$ cat src/rtl/spi_gap_pkg.sv
package spi_gap_pkg;
    typedef enum logic [1:0] {
        ST_READY = 2'd0,
        ST_XFER  = 2'd1,
        ST_GAP   = 2'd2
    } gap_state_e;
endpackage

$ cat src/rtl/ref_tick_sync.sv
module ref_tick_sync #(
    parameter int SYNC_STAGES = 2
) (
    input  logic clk,
    input  logic rst_n,
    input  logic ref_async,
    output logic ref_tick
);
    localparam int CHAIN_W = SYNC_STAGES + 1;

    logic [CHAIN_W-1:0] chain_q;

    // stage 0 captures the asynchronous input; the rest shift it along
    generate
        for (genvar g = 0; g < CHAIN_W; g++) begin : g_stage
            if (g == 0) begin : g_first
                always_ff @(posedge clk or negedge rst_n) begin
                    if (!rst_n) chain_q[0] <= 1'b0;
                    else        chain_q[0] <= ref_async;
                end
            end else begin : g_next
                always_ff @(posedge clk or negedge rst_n) begin
                    if (!rst_n) chain_q[g] <= 1'b0;
                    else        chain_q[g] <= chain_q[g-1];
                end
            end
        end
    endgenerate

    // rising edge of the synchronized level
    assign ref_tick = chain_q[SYNC_STAGES-1] & ~chain_q[SYNC_STAGES];
endmodule

$ cat src/rtl/gap_fsm.sv
module gap_fsm
    import spi_gap_pkg::*;
#(
    parameter int CNT_W = 15
) (
    input  logic             clk,
    input  logic             rst_n,
    input  logic             bit_tick,
    input  logic             ref_tick,
    input  logic [CNT_W-1:0] cfg_gap,
    input  logic             cfg_src_slow,
    input  logic             xfer_done,
    input  logic             start_req,
    output logic             start_gnt,
    output gap_state_e       state_o,
    output logic [CNT_W-1:0] cnt_o,
    output logic             src_o,
    output logic             sel_tick_o
);
    localparam logic [CNT_W-1:0] CNT_ONE  = CNT_W'(1);
    localparam logic [CNT_W-1:0] CNT_ZERO = '0;

    gap_state_e       state_q, state_d;
    logic [CNT_W-1:0] cnt_q, cnt_d;
    logic             src_q, src_d;
    logic             sel_tick;
    logic             gnt;

    assign sel_tick = src_q ? ref_tick : bit_tick;

    // state register
    always_ff @(posedge clk or negedge rst_n) begin
        if (!rst_n) begin
            state_q <= ST_READY;
            cnt_q   <= CNT_ZERO;
            src_q   <= 1'b0;
        end else begin
            state_q <= state_d;
            cnt_q   <= cnt_d;
            src_q   <= src_d;
        end
    end

    // next state
    always_comb begin
        state_d = state_q;
        cnt_d   = cnt_q;
        src_d   = src_q;
        unique case (state_q)
            ST_READY: begin
                src_d = cfg_src_slow;
                if (gnt) state_d = ST_XFER;
            end
            ST_XFER: begin
                if (xfer_done) begin
                    src_d = cfg_src_slow;
                    if (cfg_gap == CNT_ZERO) begin
                        state_d = ST_READY;
                    end else begin
                        state_d = ST_GAP;
                        cnt_d   = cfg_gap;
                    end
                end
            end
            ST_GAP: begin
                if (sel_tick) begin
                    cnt_d = cnt_q - CNT_ONE;
                    if (cnt_q == CNT_ONE) state_d = ST_READY;
                end
            end
            default: state_d = ST_READY;
        endcase
    end

    // outputs
    always_comb begin
        gnt        = (state_q == ST_READY) && start_req && (!src_q || ref_tick);
        start_gnt  = gnt;
        state_o    = state_q;
        cnt_o      = cnt_q;
        src_o      = src_q;
        sel_tick_o = sel_tick;
    end
endmodule

$ cat src/rtl/spi_gap_timer.sv
module spi_gap_timer
    import spi_gap_pkg::*;
#(
    parameter int CNT_W       = 15,
    parameter int SYNC_STAGES = 2
) (
    input  logic             clk,
    input  logic             rst_n,
    input  logic             bit_tick,
    input  logic             ref_clk_in,
    input  logic [CNT_W-1:0] cfg_gap,
    input  logic             cfg_src_slow,
    input  logic             xfer_done,
    input  logic             start_req,
    output logic             start_gnt
);
    logic             ref_tick_w;
    gap_state_e       state_w;
    logic [CNT_W-1:0] cnt_w;
    logic             src_w;
    logic             sel_tick_w;

    ref_tick_sync #(.SYNC_STAGES(SYNC_STAGES)) u_sync (
        .clk       (clk),
        .rst_n     (rst_n),
        .ref_async (ref_clk_in),
        .ref_tick  (ref_tick_w)
    );

    gap_fsm #(.CNT_W(CNT_W)) u_fsm (
        .clk          (clk),
        .rst_n        (rst_n),
        .bit_tick     (bit_tick),
        .ref_tick     (ref_tick_w),
        .cfg_gap      (cfg_gap),
        .cfg_src_slow (cfg_src_slow),
        .xfer_done    (xfer_done),
        .start_req    (start_req),
        .start_gnt    (start_gnt),
        .state_o      (state_w),
        .cnt_o        (cnt_w),
        .src_o        (src_w),
        .sel_tick_o   (sel_tick_w)
    );
endmodule

$ cat config.mk
export PLATFORM = sky130hd
export DESIGN_NAME = spi_gap_timer
export DESIGN_NICKNAME = d
export VERILOG_FILES = /design/src/rtl/spi_gap_pkg.sv /design/src/rtl/ref_tick_sync.sv /design/src/rtl/gap_fsm.sv /design/src/rtl/spi_gap_timer.sv
export SDC_FILE = /design/constraint.sdc
export NUM_CORES = 1
export LEC_CHECK = 0
export ABC_AREA = 1
export BUFFER_PORTS_ARGS = -buffer_cell sky130_fd_sc_hd__buf_2
export CAP_MARGIN = 10
export CORE_AREA = 3 3 73 75
export DETAILED_ROUTE_END_ITERATION = 12
export DIE_AREA = 0 0 76 78
export HOLD_SLACK_MARGIN = 0.12
export SLEW_MARGIN = 20
export SYNTH_ARGS = -nofsm -noshare
export SYNTH_HDL_FRONTEND = slang
export SYNTH_HIERARCHICAL = 1
export SYNTH_SLANG_ARGS = --single-unit
$ cat constraint.sdc
create_clock -name clk -period 2 [get_ports clk]
set_clock_uncertainty 0.1 [all_clocks]
set_input_delay 0.6 -clock clk [delete_from_list [all_inputs] [get_ports clk]]
set_output_delay 0.6 -clock clk [all_outputs]
set_load 0.02 [all_outputs]
Yosys cells after proc, flatten, opt, wreduce, memory -nomap -nowiden:

Cells that the tools add are included.

* register bits after elaboration: 21
* bits in latches: 0
* RAM bits: 0
* memory bits (read-only): 0
* input bits: 22
* output and inout bits: 1
* logic and storage cells: 41
* memories kept: 0

* add/subtract/negate cells: 1
* multiply operators: 0
* divide/modulo/power cells: 0
* $lt $le $gt $ge: 0
* eq/ne operators: 8
* shifts and indexed selects: 0
* mux-type cells: 13
* bitwise operators: 2
* reduce and logical (&&, ||, !) cells: 11

Operator list (count)
* $mux 15: 3
* $pmux 15 s2: 1
* $eq 15x1->1 const B: 1
* $logic_not 15->1: 1
* $sub 15x1->15 const B: 1
* $mux 2: 5
* $ne 2x2->1 const B: 4
* $reduce_and 4->1: 2
* $pmux 2 s3: 1
* $reduce_bool 2->1: 2
* $eq 2x1->1 const B: 1
* $eq 2x2->1 const B: 1
* $logic_and 1x1->1: 2
* $logic_not 2->1: 1
* $mux 1: 2
* $ne 2x1->1 const B: 1
* $pmux 1 s2: 1
* $reduce_and 2->1: 1
* $and 1x1->1: 1
* $logic_not 1->1: 1
* $logic_or 1x1->1: 1
* $not 1->1: 1

Longest topological paths before layout:

Gate-level depths: netlist (run 1).

* depth in word-level cells: 6
* depth in mapped cells: 11
* gate-level depth less buffers: 11

By module:

Netlist (run 1), hierarchy kept.

By module, submodules not included
* gap_fsm: instances 1, cells each 224, area each 1351.3 sq um, seq. area each 450.4 sq um
* ref_tick_sync: instances 1, cells each 5, area each 85.1 sq um, seq. area each 75.1 sq um

Worst setup path before layout (run 1):

OpenSTA, ideal clock, no wires.

* path type: input to register
* start point: in cfg_gap[5]
* end point: reg u_fsm.cnt_q[10], in the netlist u_fsm/cnt_o[10]
* library setup time: 0.116 ns
* arrival time: 1.348 ns
* required time: 1.784 ns
* path slack: 0.436 ns
* stages: 11
* path buffers: 1
* path through: nor2_1 > nand2_1 > nor2_1 > nand2_1 > nand2_1 > nand2_2 > nand2_1 > buf_6 > inv_4 > nand2_1 > nand2_1

* word-level cells in the longest chain between the ends: 3

Ends and longest elaborated chain
* from (decl): line spi_gap_timer.sv:11 `input logic [CNT_W-1:0] cfg_gap,`
* $logic_not 15->1: line gap_fsm.sv:57 `if (cfg_gap == CNT_ZERO) begin`
* $ne 2x2->1 (no line)
* $reduce_and 4->1 (no line)
* to (signal assigned): line gap_fsm.sv:39 `cnt_q <= cnt_d;`
* to (decl): line gap_fsm.sv:24 `logic [CNT_W-1:0] cnt_q, cnt_d;`

No other way between the ends.
A chain may end at the register's enable or synchronous reset.

Final worst setup path (run 1):

* start point: reg u_fsm.state_q[0], in the netlist u_fsm/state_o[0]
* end point: out start_gnt

* word-level cells in the longest chain between the ends: 3

Ends and longest elaborated chain
* from (decl): line gap_fsm.sv:23 `gap_state_e state_q, state_d;`
* from (signal assigned): line gap_fsm.sv:38 `state_q <= state_d;`
* $logic_not 2->1: line gap_fsm.sv:77 `gnt = (state_q == ST_READY) && start_req && (!src_q || ref_tick);`
* $logic_and 1x1->1 (2 in series): line gap_fsm.sv:77
* to (decl): line spi_gap_timer.sv:15 `output logic start_gnt`

No other way between the ends.

==> results.cfg, run 1 <==
[global_routing]
grt_pass1_vias = 1366
overflow = 0
grt_antenna_before_repair = 0
grt_pass1_wl_um = 6260
grt_max_degree = 22
grt_usage_pct = 13.1

[clocking]
postCtsSetupBuffers = 0
h-tree-depth = 1
ctsHoldBuffers = 0
clock-sinks = 21
cts_buffers = 3
cts_resized = 0
clock_path_buffers = 2
path_clk_slew_ns = 0.09
cts_tree = done
root_buffer = clkbuf_8
clkLatencyLatePin_ns = 0.27

[layout]
design_area_mm2 = 0.00167
drive_gt1_share_pct = 16.2
layout.nets = 278
areaGrowthSynthToFinish_pct = 16.5
layout_commonest_cell = nand2_1
final_cell_mix = nand2_1, nor2_1, buf_2
utilization_pct = 35.3
diodes = 0

[synth]
syn_area_per_cell_um2 = 6.28
syn_inst = 228
netlist_area_mm2 = 0.00143
syn_nets = 252
yosysWarnings = 6

[drt]
drt_wl_total_um = 3740
viasPerCell = 4.56
antenna_left = 0
drt_first_iter_violations = 95
drc = 0
vias = 1459
avgRoutedWirePerCell_um = 11.7
dr.pass1.iters = 5

[job]
cap_violations = 0

[pwr]
power_mw = 2.18
p_per_area_mw_per_mm2 = 1310
ir_drop_mv = 0.509
p_leak_nw = 0.893

[timing]
min_period_ns = 1.84
setup_viol = 0
fmax_ghz = 0.544
finalMaxSlewViolations = 0
tightest_slew_ns = 0.510
period_share_pct = 91.9
relSlewSlack_pct = 66.0
hold_violations = 0
hold_ws_ns = 0.190
rsz0062_at_grt = no
tns_ns = 0

[worst_setup_path]
arrival_ns = 1.14
start_kind = flop
required_ns = 1.30
crit_type = flop to output pin
cp_max_fo = 3
endpoint_kind = output pin

[floorplanning]
die_x_um = 76
core_area_mm2 = 0.00472
die_area_mm2 = 0.00593
io_pins = 23
start_util_pct = 30.3
placementRows = 25
fp.dieH_um = 78

[place]
hpwl_um = 2870
place.gp.congestion = 0.862
numPortBuffers = 22
place_area_mm2 = 0.00162

[min_path]
hold_path.class = primary input to asynchronous set/reset pin

[outcome]
outcome = complete, no violations
-- cell type report --
cell class                 count  area [um^2]
multi-input combinational    179          788
clock inverter                 1         5.00
fill                         524         3050
clock buffer                   3         41.3
timing repair buffer          25          133
tap                           67         83.8
inverter                      24         92.6
sequential                    21          526
-- report_power, final --
group          switching, mW  total, mW  internal, mW
registers              0.173      0.748         0.575
clock network          0.157      0.297         0.139
logic                  0.712       1.14         0.424
total                   1.04       2.18          1.14
-- path summary, 6_finish.rpt --
check	slack [ns]	cells after the start	end	from
min in group clk	0.26	0	u_sync/chain_q[1]	u_sync/chain_q[0]
max in group asynchronous	1.26	1	u_sync/chain_q[0]	rst_n
worst min register to register	0.26	0	u_sync/chain_q[1]	u_sync/chain_q[0]
worst max register to register	0.26	11	u_fsm/cnt_o[10]	u_fsm/cnt_o[0]
worst max-delay path	0.16	4	start_gnt	u_fsm/state_o[0]
worst min-delay path	0.19	1	u_fsm/cnt_o[9]	rst_n
-- per-layer routing --
metal  track usage (%)  wire [um]  vias to the layer above
met5                 0          0                        -
met4              5.07         38                        0
met3              1.97        174                        4
met2              20.9       1690                       36
met1              17.8       1840                      668
li1                  -          -                      751
-- worst max-delay path, cell delays in order (launching register included) --
cell	delay (ns)
dfrtp_1	0.43
nor2_1	0.13
nand3_1	0.11
inv_1	0.06
buf_2	0.15
-- through the flow --
stage	cells	setup WS [ns]
global route	320	0.0535
global placement	316	0.145
finish	320	0.162
floorplan	228	0.436
CTS	320	0.146
detailed placement	316	0.123
-- flip-flops by register name, indices dropped and copies added (netlist names) --
name	flops
u_fsm/state_o	2
u_fsm/cnt_o	15
u_sync/chain_q	3
u_fsm/src_o	1
(Power assumes the default switching activity.)
==> run 2: changes to the inputs <==
--- a/config.mk
+++ b/config.mk
@@ -8,10 +8,13 @@
 export ABC_AREA = 1
 export BUFFER_PORTS_ARGS = -buffer_cell sky130_fd_sc_hd__buf_2
 export CAP_MARGIN = 10
-export CORE_AREA = 3 3 73 75
+export CELL_PAD_IN_SITES_DETAIL_PLACEMENT = 1
+export CELL_PAD_IN_SITES_GLOBAL_PLACEMENT = 1
+export CORE_AREA = 3 3 65 67
 export DETAILED_ROUTE_END_ITERATION = 12
-export DIE_AREA = 0 0 76 78
+export DIE_AREA = 0 0 68 70
 export HOLD_SLACK_MARGIN = 0.12
+export PLACE_DENSITY_LB_ADDON = 0.1
 export SLEW_MARGIN = 20
 export SYNTH_ARGS = -nofsm -noshare
 export SYNTH_HDL_FRONTEND = slang
==> constraint.sdc (replaced) <==
create_clock -name clk -period 2.08 [get_ports clk]
set_clock_uncertainty 0.1 [all_clocks]
set_input_delay 0.624 -clock clk [delete_from_list [all_inputs] [get_ports clk]]
set_output_delay 0.624 -clock clk [all_outputs]
set_load 0.02 [all_outputs]
==> run 2 against run 1 <==
  * Total power is 2.8% lower
  * Core utilization is 9.4 points higher
  * Global-route usage is 5.4 points higher
  * Combinational power hardly changed
  * Highest routed layer unchanged
  * Routed wire length is 3.9% higher
==> results.cfg, run 2 (synthesis gave the netlist of run 1 again) <==
[drt]
drc = 0
vias = 1454
drt_wl_total_um = 3880
dr.pass1.iters = 4
avgRoutedWirePerCell_um = 12.9
drt_first_iter_violations = 51
viasPerCell = 4.85
antenna_left = 0

[layout]
design_area_mm2 = 0.00165
register_area_um2 = 526
layout_commonest_cell = nand2_1
final_cell_mix = nand2_1, nor2_1, buf_2
largest_reg_flops = 15
diodes = 0
areaGrowthSynthToFinish_pct = 15.1
drive_gt1_share_pct = 15.5
fillers = 522
multi_input_area_um2 = 788
final-instance-count-excl-fill = 300
utilization_pct = 44.7
layout.nets = 277

[floorplanning]
fp.dieH_um = 70
io_pins = 23
placementRows = 22
start_util_pct = 38.8
die_x_um = 68
core_area_mm2 = 0.00369
die_area_mm2 = 0.00476

[pwr]
p_leak_nw = 0.890
ir_drop_mv = 0.453
power_frac_clock_pct = 12.6
switching_power_mw = 1.01
seqPwrFrac_pct = 33.9
p_int_mw = 1.11
p_per_area_mw_per_mm2 = 1280
power_mw = 2.12
pwr-share-comb_pct = 53.5
switching_share_pct = 47.5

[worst_setup_path]
cpLargestDelayFamily = flip-flops
rrSetupSlack_ns = 0.30
worstPathCellList = nor2_1 > nand3_1 > inv_1 > buf_2
cp_max_fo = 3
crit_path_max_incr_delay_ns = 0.42
endpoint_kind = output pin
ff2ff_path_depth = 9
cp_slowest_cell = dfrtp_1
worst-path-buf-inv = 2
start_kind = flop
cp.depth = 4
arrival_ns = 1.18
required_ns = 1.36
crit_type = flop to output pin

[global_routing]
overflow = 0
grt_antenna_before_repair = 0
gr-usage-met1_pct = 26.3
grt_pass1_vias = 1510
grt_use_met2_pct = 28.5
grt_usage_pct = 18.5
top_usage_layer = met2
gr-usage-met3_pct = 2.41
grt_max_degree = 22
grt_pass1_wl_um = 6790

[timing]
period_share_pct = 91.4
tightest_slew_ns = 0.500
rsz0062_at_grt = no
hold_violations = 0
finalMaxSlewViolations = 0
relSlewSlack_pct = 66.7
hold_ws_ns = 0.226
setup_viol = 0
fmax_ghz = 0.526
worst_slack_ns = 0.178
tns_ns = 0
min_period_ns = 1.90

[place]
place_area_mm2 = 0.00160
place.gp.congestion = 0.737
numPortBuffers = 22
dp.cells = 296
dp_slack_ns = 0.122
hpwl_um = 3100

[min_path]
hold_path.class = primary input to asynchronous set/reset pin

[clocking]
root_buffer = clkbuf_8
cts_tree = done
clock_path_buffers = 2
cts_buffers = 3
ctsHoldBuffers = 0
clock-sinks = 21
clkLatencyLatePin_ns = 0.26
path_clk_slew_ns = 0.08
postCtsSetupBuffers = 0
cts_resized = 0
h-tree-depth = 1

[job]
cap_violations = 0

[outcome]
outcome = complete, no violations
## run 2: layout make-up
cell class | count | area share, %
multi-input combinational | 179 | 47.8
sequential | 21 | 31.9
clock buffer | 4 | 2.73
inverter | 24 | 5.61
tap | 48 | 3.64
timing repair buffer | 24 | 8.35
## run 2: layer usage
layer	share of wire [%]	wire length (um)
met5	0	0
met4	0.98	38
met3	2.4	93
met2	46	1780
met1	51	1970
## run 2: final timing paths
path                                   start                 to
hold / removal                         rst_n    u_fsm/cnt_o[11]
setup reg to reg              u_fsm/cnt_o[0]    u_fsm/cnt_o[12]
max in group asynchronous              rst_n     u_fsm/cnt_o[8]
setup / recovery            u_fsm/state_o[0]          start_gnt
hold reg to reg            u_sync/chain_q[0]  u_sync/chain_q[1]
min in group clk           u_sync/chain_q[0]  u_sync/chain_q[1]
## run 2: power groups by stage
stage	sequential (mW)	clock, mW	combinational, mW
2_1_floorplan	0.672	0	0.867
3_3_place_gp	0.726	0	1.11
3_5_place_dp	0.730	0	1.14
4_1_cts	0.722	0.278	1.15
5_1_grt	0.746	0.306	1.33
6_report	0.718	0.266	1.13
## run 2: worst reg2reg max path, stage by stage (launching register included)
cell	delay (ns)
dfrtp_1	0.46
inv_1	0.13
ha_1	0.22
nand2_1	0.15
nor2_2	0.20
nand3_1	0.11
nand2_1	0.10
nand3_1	0.08
nand2_1	0.07
nand2_1	0.04
